<file path="config.mk">
export PLATFORM = sky130hd
export DESIGN_NAME = uart_csr_front
export DESIGN_NICKNAME = d
export VERILOG_FILES = /design/src/rtl/uart_csr_pkg.sv /design/src/rtl/uart_tx_slot.sv /design/src/rtl/uart_rx_slot.sv /design/src/rtl/uart_ctl_reg.sv /design/src/rtl/uart_csr_front.sv
export SDC_FILE = /design/constraint.sdc
export NUM_CORES = 1
export LEC_CHECK = 0
export BUFFER_PORTS_ARGS = -buffer_cell sky130_fd_sc_hd__buf_2
export CAP_MARGIN = 20
export CORE_ASPECT_RATIO = 0.5
export CORE_MARGIN = 2
export CORE_UTILIZATION = 35
export CTS_CLUSTER_DIAMETER = 50
export DETAILED_ROUTE_END_ITERATION = 12
export GPL_ROUTABILITY_DRIVEN = 0
export PLACE_DENSITY = 0.76
export SLEW_MARGIN = 20
export SYNTH_ARGS = -nofsm -noshare
export SYNTH_HDL_FRONTEND = slang
export SYNTH_HIERARCHICAL = 1
export SYNTH_SLANG_ARGS = --single-unit
</file>
<file path="constraint.sdc">
create_clock -name clk -period 1.4 [get_ports clk]
set_input_delay 0.28 -clock clk [delete_from_list [all_inputs] [get_ports clk]]
set_output_delay 0.28 -clock clk [all_outputs]
set_load 0.01 [all_outputs]
</file>
<file path="src/rtl/uart_csr_pkg.sv">
`timescale 1ns/1ps
package uart_csr_pkg;
  localparam int unsigned OFS_DATA = 0;
  localparam int unsigned OFS_CTL  = 4;
  localparam int unsigned MODE_LSB = 2;
  localparam int unsigned TXO_BIT  = 7;
  localparam int unsigned RXO_BIT  = 8;
  localparam int unsigned OVR_BIT  = 9;

  typedef enum logic [1:0] {
    MODE_OFF  = 2'd0,
    MODE_DTE  = 2'd1,
    MODE_DCE  = 2'd2,
    MODE_RSVD = 2'd3
  } if_mode_e;

  typedef struct packed {
    if_mode_e mode;
    logic     tx_ovrd;
    logic     rx_ovrd;
    logic     overrun;
  } ctl_t;
endpackage

</file>
<file path="src/rtl/uart_tx_slot.sv">
`timescale 1ns/1ps
module uart_tx_slot #(
  parameter int unsigned BYTE_W = 8
) (
  input  logic              clk,
  input  logic              rst,
  input  logic              load,
  input  logic [BYTE_W-1:0] load_byte,
  input  logic              core_ready,
  output logic              busy,
  output logic [BYTE_W-1:0] byte_q
);
  always_ff @(posedge clk) begin
    if (rst) begin
      busy   <= 1'b0;
      byte_q <= '0;
    end else if (busy && core_ready) begin
      busy <= 1'b0;
    end else if (!busy && load) begin
      busy   <= 1'b1;
      byte_q <= load_byte;
    end
  end

  AST_TX_HOLD: assert property (@(posedge clk) disable iff (rst)
    (busy && !core_ready) |=> (busy && $stable(byte_q)));
  AST_TX_DROP: assert property (@(posedge clk) disable iff (rst)
    (busy && core_ready) |=> !busy);
endmodule

</file>
<file path="src/rtl/uart_rx_slot.sv">
`timescale 1ns/1ps
module uart_rx_slot #(
  parameter int unsigned BYTE_W = 8
) (
  input  logic              clk,
  input  logic              rst,
  input  logic              strobe,
  input  logic [BYTE_W-1:0] in_byte,
  input  logic              release_req,
  output logic              full,
  output logic [BYTE_W-1:0] byte_q,
  output logic              ovr_evt
);
  logic take;
  assign take    = strobe && (!full || release_req);
  assign ovr_evt = strobe && full && !release_req;

  always_ff @(posedge clk) begin
    if (rst) begin
      full   <= 1'b0;
      byte_q <= '0;
    end else if (take) begin
      full   <= 1'b1;
      byte_q <= in_byte;
    end else if (release_req) begin
      full <= 1'b0;
    end
  end

  AST_RX_KEEP: assert property (@(posedge clk) disable iff (rst)
    (full && strobe && !release_req) |=> (full && $stable(byte_q)));
  AST_RX_CLEAR: assert property (@(posedge clk) disable iff (rst)
    (release_req && !strobe) |=> !full);
  AST_RX_SWAP: assert property (@(posedge clk) disable iff (rst)
    (full && strobe && release_req) |=> (full && byte_q == $past(in_byte)));
endmodule

</file>
<file path="src/rtl/uart_ctl_reg.sv">
`timescale 1ns/1ps
module uart_ctl_reg
  import uart_csr_pkg::*;
(
  input  logic     clk,
  input  logic     rst,
  input  logic     wr,
  input  if_mode_e wr_mode,
  input  logic     wr_tx_ovrd,
  input  logic     wr_rx_ovrd,
  input  logic     wr_ovr_clr,
  input  logic     ovr_evt,
  output ctl_t     ctl
);
  always_ff @(posedge clk) begin
    if (rst) begin
      ctl <= '{mode: MODE_OFF, tx_ovrd: 1'b0, rx_ovrd: 1'b0, overrun: 1'b0};
    end else begin
      if (wr) begin
        ctl.mode    <= wr_mode;
        ctl.tx_ovrd <= wr_tx_ovrd;
        ctl.rx_ovrd <= wr_rx_ovrd;
      end
      if (ovr_evt)                 ctl.overrun <= 1'b1;
      else if (wr && wr_ovr_clr)   ctl.overrun <= 1'b0;
    end
  end

  AST_OVR_STICKY: assert property (@(posedge clk) disable iff (rst)
    ovr_evt |=> ctl.overrun);
  AST_MODE_LOAD: assert property (@(posedge clk) disable iff (rst)
    wr |=> (ctl.mode == $past(wr_mode)));
endmodule

</file>
<file path="src/rtl/uart_csr_front.sv">
`timescale 1ns/1ps
module uart_csr_front
  import uart_csr_pkg::*;
#(
  parameter int unsigned DATA_W = 32,
  parameter int unsigned ADDR_W = 4,
  parameter int unsigned BYTE_W = 8
) (
  input  logic              clk,
  input  logic              rst,
  input  logic              bus_sel,
  input  logic              bus_wr,
  input  logic [ADDR_W-1:0] bus_addr,
  input  logic [DATA_W-1:0] bus_wdata,
  output logic [DATA_W-1:0] bus_rdata,
  output logic              tx_valid,
  output logic [BYTE_W-1:0] tx_data,
  input  logic              tx_ready,
  input  logic              rx_strobe,
  input  logic [BYTE_W-1:0] rx_data,
  output logic [1:0]        if_mode,
  output logic              tx_rdy_ovrd,
  output logic              rx_rdy_ovrd
);
  localparam int unsigned RXF_BIT = BYTE_W;
  localparam int unsigned TXF_BIT = BYTE_W + 1;
  localparam logic [ADDR_W-1:0] A_DATA = ADDR_W'(OFS_DATA);
  localparam logic [ADDR_W-1:0] A_CTL  = ADDR_W'(OFS_CTL);

  logic hit_data, hit_ctl, rd_req;
  logic tx_load, rx_release, ctl_wr;
  logic tx_busy, rx_full, ovr_evt;
  logic [BYTE_W-1:0] tx_byte, rx_byte;
  ctl_t ctl;
  logic [DATA_W-1:0] data_word, ctl_word;
  logic unused_wbits;

  assign hit_data   = bus_sel && (bus_addr == A_DATA);
  assign hit_ctl    = bus_sel && (bus_addr == A_CTL);
  assign rd_req     = bus_sel && !bus_wr;
  assign tx_load    = hit_data && bus_wr && bus_wdata[TXF_BIT];
  assign rx_release = hit_data && bus_wr && bus_wdata[RXF_BIT];
  assign ctl_wr     = hit_ctl && bus_wr;
  assign unused_wbits = ^bus_wdata[DATA_W-1:TXF_BIT+1];

  uart_tx_slot #(.BYTE_W(BYTE_W)) u_tx (
    .clk(clk), .rst(rst), .load(tx_load), .load_byte(bus_wdata[BYTE_W-1:0]),
    .core_ready(tx_ready), .busy(tx_busy), .byte_q(tx_byte)
  );

  uart_rx_slot #(.BYTE_W(BYTE_W)) u_rx (
    .clk(clk), .rst(rst), .strobe(rx_strobe), .in_byte(rx_data),
    .release_req(rx_release), .full(rx_full), .byte_q(rx_byte), .ovr_evt(ovr_evt)
  );

  uart_ctl_reg u_ctl (
    .clk(clk), .rst(rst), .wr(ctl_wr),
    .wr_mode(if_mode_e'(bus_wdata[MODE_LSB +: 2])),
    .wr_tx_ovrd(bus_wdata[TXO_BIT]), .wr_rx_ovrd(bus_wdata[RXO_BIT]),
    .wr_ovr_clr(bus_wdata[OVR_BIT]), .ovr_evt(ovr_evt), .ctl(ctl)
  );

  always_comb begin
    data_word = '0;
    data_word[BYTE_W-1:0] = rx_byte;
    data_word[RXF_BIT]    = rx_full;
    data_word[TXF_BIT]    = !tx_busy;
    ctl_word = '0;
    ctl_word[MODE_LSB +: 2] = ctl.mode;
    ctl_word[TXO_BIT]       = ctl.tx_ovrd;
    ctl_word[RXO_BIT]       = ctl.rx_ovrd;
    ctl_word[OVR_BIT]       = ctl.overrun;
  end

  always_ff @(posedge clk) begin
    if (rst)                        bus_rdata <= '0;
    else if (rd_req && hit_data)    bus_rdata <= data_word;
    else if (rd_req && hit_ctl)     bus_rdata <= ctl_word;
    else                            bus_rdata <= '0;
  end

  assign tx_valid    = tx_busy;
  assign tx_data     = tx_byte;
  assign if_mode     = ctl.mode;
  assign tx_rdy_ovrd = ctl.tx_ovrd;
  assign rx_rdy_ovrd = ctl.rx_ovrd;

  AST_RDATA_IDLE: assert property (@(posedge clk) disable iff (rst)
    !rd_req |=> (bus_rdata == '0));
  AST_READ_QUIET: assert property (@(posedge clk) disable iff (rst)
    (rd_req && !rx_strobe) |=> ($stable(rx_full) && $stable(rx_byte)));
  AST_LOAD_SEEN: assert property (@(posedge clk) disable iff (rst)
    (tx_load && !tx_busy) |=> (tx_valid && tx_data == $past(bus_wdata[BYTE_W-1:0])));
endmodule

</file>
After elaboration in Yosys (flattened, before gate mapping)
Index checks and enable logic that the tools add are counted.
W data, S select, Z words.

storage, ports and cells
  logic and storage cells = 44
  flip-flop bits (word level) = 55
  output and inout port bits = 45
  bits of input ports = 50

operators by class
  equal/unequal tests = 1
  bitwise gates (word level) = 1
  muxes and demuxes = 6
  reductions and logical operators = 26

operator list
  cell                  number
  $mux W10              2
  $logic_and A1 B1 Y1   15
  $eq A4 B3 Y1 const B  1
  $logic_not A1 Y1      4
  $logic_not A4 Y1      1
  $mux W1               4
  $reduce_bool A2 Y1    2
  $reduce_or A2 Y1      2
  $reduce_and A2 Y1     1
  $logic_or A1 B1 Y1    1
  $not A1 Y1            1

Longest topological paths before layout
  word-level depth = 7
  depth in mapped cells = 7
  depth with buffers taken out = 6

Modules after synthesis
The synthesis kept the hierarchy.

modules (own cells, without submodules)
  module          instances  cells an instance  area each (um^2)  sequential area each (um^2)
  uart_csr_front  1          64                 621.8             200.2
  uart_tx_slot    1          38                 422.9             180.2
  uart_rx_slot    1          40                 412.9             180.2
  uart_ctl_reg    1          17                 188.9             100.1

Least setup slack after synthesis
Ideal clock, no wire load.

  path type = input to register
  start = in bus_addr[2]
  end = reg, netlist name u_ctl/ctl[0]
  setup slack = -90 ps
  setup time = 88 ps
  buffers on the path = 2
  arrival time = 1,402 ps
  data required time = 1,312 ps
  stages on the path = 7
  path through = buf_2 > buf_2 > and4b_1 > nor2b_4 > and2_2 > inv_1 > a311oi_2

on the way
  word-level cells in the longest chain between the ends = 7
  elaborated cells between the ends (all ways) = 12
  classes of those cells = 1 x eq/ne; 1 x mux; 10 x reduce/logical

RTL lines
  what                                           line                  RTL
  start: declaration                             uart_csr_front.sv:13  input logic [ADDR_W-1:0] bus_addr,
  $logic_not A4 Y1 (*)                           uart_csr_front.sv:38  assign hit_data = bus_sel && (bus_addr == A_DATA);
  $logic_and A1 B1 Y1 (*)                        uart_csr_front.sv:38
  $logic_and A1 B1 Y1 (*) (2 in series)          uart_csr_front.sv:42  assign rx_release = hit_data && bus_wr && bus_wdata[RXF_BIT];
  net rx_release                                 uart_csr_front.sv:31  logic tx_load, rx_release, ctl_wr;
  $logic_not A1 Y1 (*)                           uart_rx_slot.sv:16    assign ovr_evt = strobe && full && !release_req;
  $logic_and A1 B1 Y1 (*)                        uart_rx_slot.sv:16
  net ovr_evt                                    uart_csr_front.sv:32  logic tx_busy, rx_full, ovr_evt;
  $mux W1 or $reduce_bool A2 Y1 (tied branches)  --

Mark *: on every way through the listed nets, which the timed path passes. The rest lies on a longest branch.
A chain may end at the register's enable or synchronous reset.

Worst setup path after layout
  start = in bus_addr[1]
  end = reg u_rx.byte_q[1]

on the way
  word-level cells in the longest chain between the ends = 6

RTL lines
  what                               line                  RTL
  $logic_not A4 Y1                   uart_csr_front.sv:38
  $logic_and A1 B1 Y1                uart_csr_front.sv:38
  $logic_and A1 B1 Y1 (2 in series)  uart_csr_front.sv:42
  net rx_release                     uart_csr_front.sv:31
  $logic_or A1 B1 Y1                 uart_rx_slot.sv:15    assign take = strobe && (!full || release_req);
  $logic_and A1 B1 Y1                uart_rx_slot.sv:15
  end signal: assignment             uart_rx_slot.sv:24    byte_q <= in_byte;
  end: declaration                   uart_rx_slot.sv:11    output logic [BYTE_W-1:0] byte_q,

The timed path passes the listed nets, and every way through them passes these cells.

==> impl_metrics.csv <==
group,metric,value,unit
outcome,status,"complete, no violations",
clocking,path_clk_slew,0.07,ns
die,dieArea,0.00530,mm²
global_route,grt_max_degree,38,
setup_path,critPathMaxStageDelay,0.29,ns
logic_synthesis,synthTopCellsByArea,"dfxtp_1 (40%), buf_4 (10%), mux2i_1 (9.7%)",
setup_path,reg2reg_to,"u_tx/byte_q[1]",
die,io-pin-count,95,
clocking,cts_tree,"yes",
cells_and_area,finalNetCount,262,
clocking,post_cts_resized,0,
power,p_leak,0.892,nW
timing,max_freq,752,MHz
setup_path,end_kind,"flop",
clocking,insertion_delay,0.28,ns
die,rows,17,
power,irDropWorstVdd,344,µV
detailed_routing,drtIter0Drc,50,
clocking,post-cts-setup-buffers,0,
detailed_routing,via_count,1215,
setup_path,r2r-start,"u_tx/busy",
clocking,cts_hold_buf,0,
detailed_routing,wl_per_cell,12.3,µm
timing,min_period,1.33,ns
timing,final_max_slew_viol_count,0,
logic_synthesis,synthCells,159,
power,powerDensity,982,mW/mm²
setup_path,regToRegSetupSlack,0.36,ns
detailed_routing,via_per_inst,4.50,
logic_synthesis,syn_area_per_cell,10.4,µm²
place,portBuffers,50,
logic_synthesis,synth_edf_count,0,
power,p_total,1.96,mW
logic_synthesis,yosysWarnings,6,
setup_path,crit_arrival,1.53,ns
setup_path,crit_path_start_kind,"primary input",
timing,post-route-period-util,95.0,%
logic_synthesis,yosysMostFrequentCell,"dfxtp_1",
detailed_routing,final_antenna_net_count,0,
setup_path,critPathBufInv,2,
setup_path,path_depth,7,
logic_synthesis,ys_seq_area_share,40.1,%
setup_path,path_max_fanout,8,
detailed_routing,routed_wl,3320,µm
timing,finalHoldViolations,0,
setup_path,path_class,"primary input to flop",
logic_synthesis,synth_top_area_share,40.1,%
detailed_routing,drc,0,
place,dp_hpwl,2550,µm
global_route,grt.total_usage,13.2,%
timing,setup_slack,0.0696,ns
die,die_h,52.5,µm
global_route,grt_pass1_wl,5270,µm
global_route,grt.overflow.total,0,
setup_path,crit_family,"simple AND/OR/NAND/NOR gates",
setup_path,crit_required,1.60,ns
setup_path,path_cells,"buf_2, nor4b_4, and4b_1, nor2b_4, nor2b_2, buf_12, mux2i_1",
cells_and_area,drive_above_1_share,41.3,%
logic_synthesis,ys_seq_elements,33,
setup_path,crit_start,"bus_addr[1]",
clocking,numCtsBuffers,5,
setup_path,r2r_cells,2,
place,pre_cts_ws,-0.264,ns
timing,setup_viol,0,
detailed_routing,dr.pass1.iters,4,
setup_path,worstSetupEndpoint,"u_rx/byte_q[1]",
logic_synthesis,synth.distinct_cells,28,
cells_and_area,fillers,435,
clocking,clockBufferDepth,2,
timing,rsz0062_at_grt,"no",
logic_synthesis,yosys.area.top_type,"dfxtp_1",
logic_synthesis,async_flop_share,0,%
global_route,grt_antenna_before_repair,0,
logic_synthesis,synth_area,0.00165,mm²
clocking,cts.sinks,33,
clocking,ctsHtreeMaxLevel,2,
cells_and_area,antennaDiodeCount,0,
die,start_util,36.9,%
logic_synthesis,synthFlopType,"dfxtp_1",
setup_path,crit_slowest_cell,"nor4b_4",
min_path,hold_path.class,"primary input to flop",
logic_synthesis,synth_top_cells_by_count,"dfxtp_1 (33), nand2b_1 (24), buf_4 (23), mux2i_1 (16)",
die,core_area,0.00447,mm²
cells_and_area,area_growth,21.1,%
die,die_w,101,µm
global_route,grt_pass1_vias,1160,
run,drv_cap,0,
clocking,root_buffer,"clkbuf_8",
timing,fin_skew,0.00381,ns
logic make-up after synthesis:
| family | Yosys count | share of synthesized area, % |
|---|---|---|
| flops | 33 | 40.1 |
| other cells | 1 | 0.228 |
| simple gates | 61 | 28.3 |
| mux | 16 | 9.73 |
| compound gates | 11 | 6.38 |
| buf+inv | 37 | 15.2 |
sequential cells by signal, summed over array words and instances, names as in the netlist:
| signal | flops |
|---|---|
| u_tx/byte_q | 8 |
| u_rx/full | 1 |
| u_tx/busy | 1 |
| u_rx/byte_q | 8 |
| u_ctl/ctl | 5 |
| bus_rdata | 10 |
worst min path at each step:
stage / from / depth (start not counted) / end
6_report: tx_ready / 2 / u_tx/busy
3_3_place_gp: u_rx/byte_q[4] / 2 / bus_rdata[4]
3_5_place_dp: u_rx/byte_q[4] / 2 / bus_rdata[4]
4_1_cts: tx_ready / 2 / u_tx/busy
2_1_floorplan: rst / 1 / u_ctl/ctl[1]
5_1_grt: tx_ready / 2 / u_tx/busy
layer usage:
metal | track usage, % | routed length [µm] | up-vias
met4 | 5.18 | 25 | 0
li1 | - | - | 598
met3 | 4.93 | 238 | 2
met5 | 0 | 0 | -
met2 | 23.8 | 1770 | 40
met1 | 14.3 | 1290 | 575
power by group:
part / total, mW / leakage (nW) / switching, mW / internal [mW]
Clock: 0.779 / 0.0542 / 0.335 / 0.444
Sequential: 0.971 / 0.268 / 0.0115 / 0.960
Combinational: 0.209 / 0.570 / 0.114 / 0.0946
cell usage in the layout, fill, tap and decap left out, types with 2 or more instances in the layout:
cell       netlist  routed
dfxtp_1         33      33
or2_2            2       2
nor2_1           8       8
nor3_1           4       4
nand4bb_1        8       8
buf_4           23       5
conb_1           1      22
inv_1            6       6
o21ai_2          8       8
clkbuf_8         0       7
mux2i_1         16      16
nor4_2           4       4
buf_2            2      50
nand2b_1        24      24
layout make-up:
class / instances / area [µm²] / share of cell area [%]
flip-flops and latches: 33 / 661 / 33.1
multi-input cells: 110 / 831 / 41.7
clock buffers: 7 / 96.3 / 4.83
inverters: 6 / 22.5 / 1.13
repair buffers: 56 / 308 / 15.4
well taps: 57 / 71.3 / 3.58
clock inverters: 1 / 5.00 / 0.251
stage by stage:
| stage | util [%] | setup TNS (ns) | std cells | area (µm²) | hold slack [ns] |
|---|---|---|---|---|---|
| 2_1_floorplan | - | 0 | 180 | 1740 | 0.352 |
| 3_3_place_gp | 42.2 | -2.84 | 262 | 1880 | 0.438 |
| 3_5_place_dp | 42.2 | -3.74 | 262 | 1880 | 0.443 |
| 4_1_cts | 44.5 | 0 | 270 | 1990 | 0.182 |
| 5_1_grt | 44.6 | 0 | 270 | 1990 | 0.191 |
| 6_report | 44.6 | 0 | 270 | 1990 | 0.193 |
No activity file was read; power rests on OpenSTA's default activity.
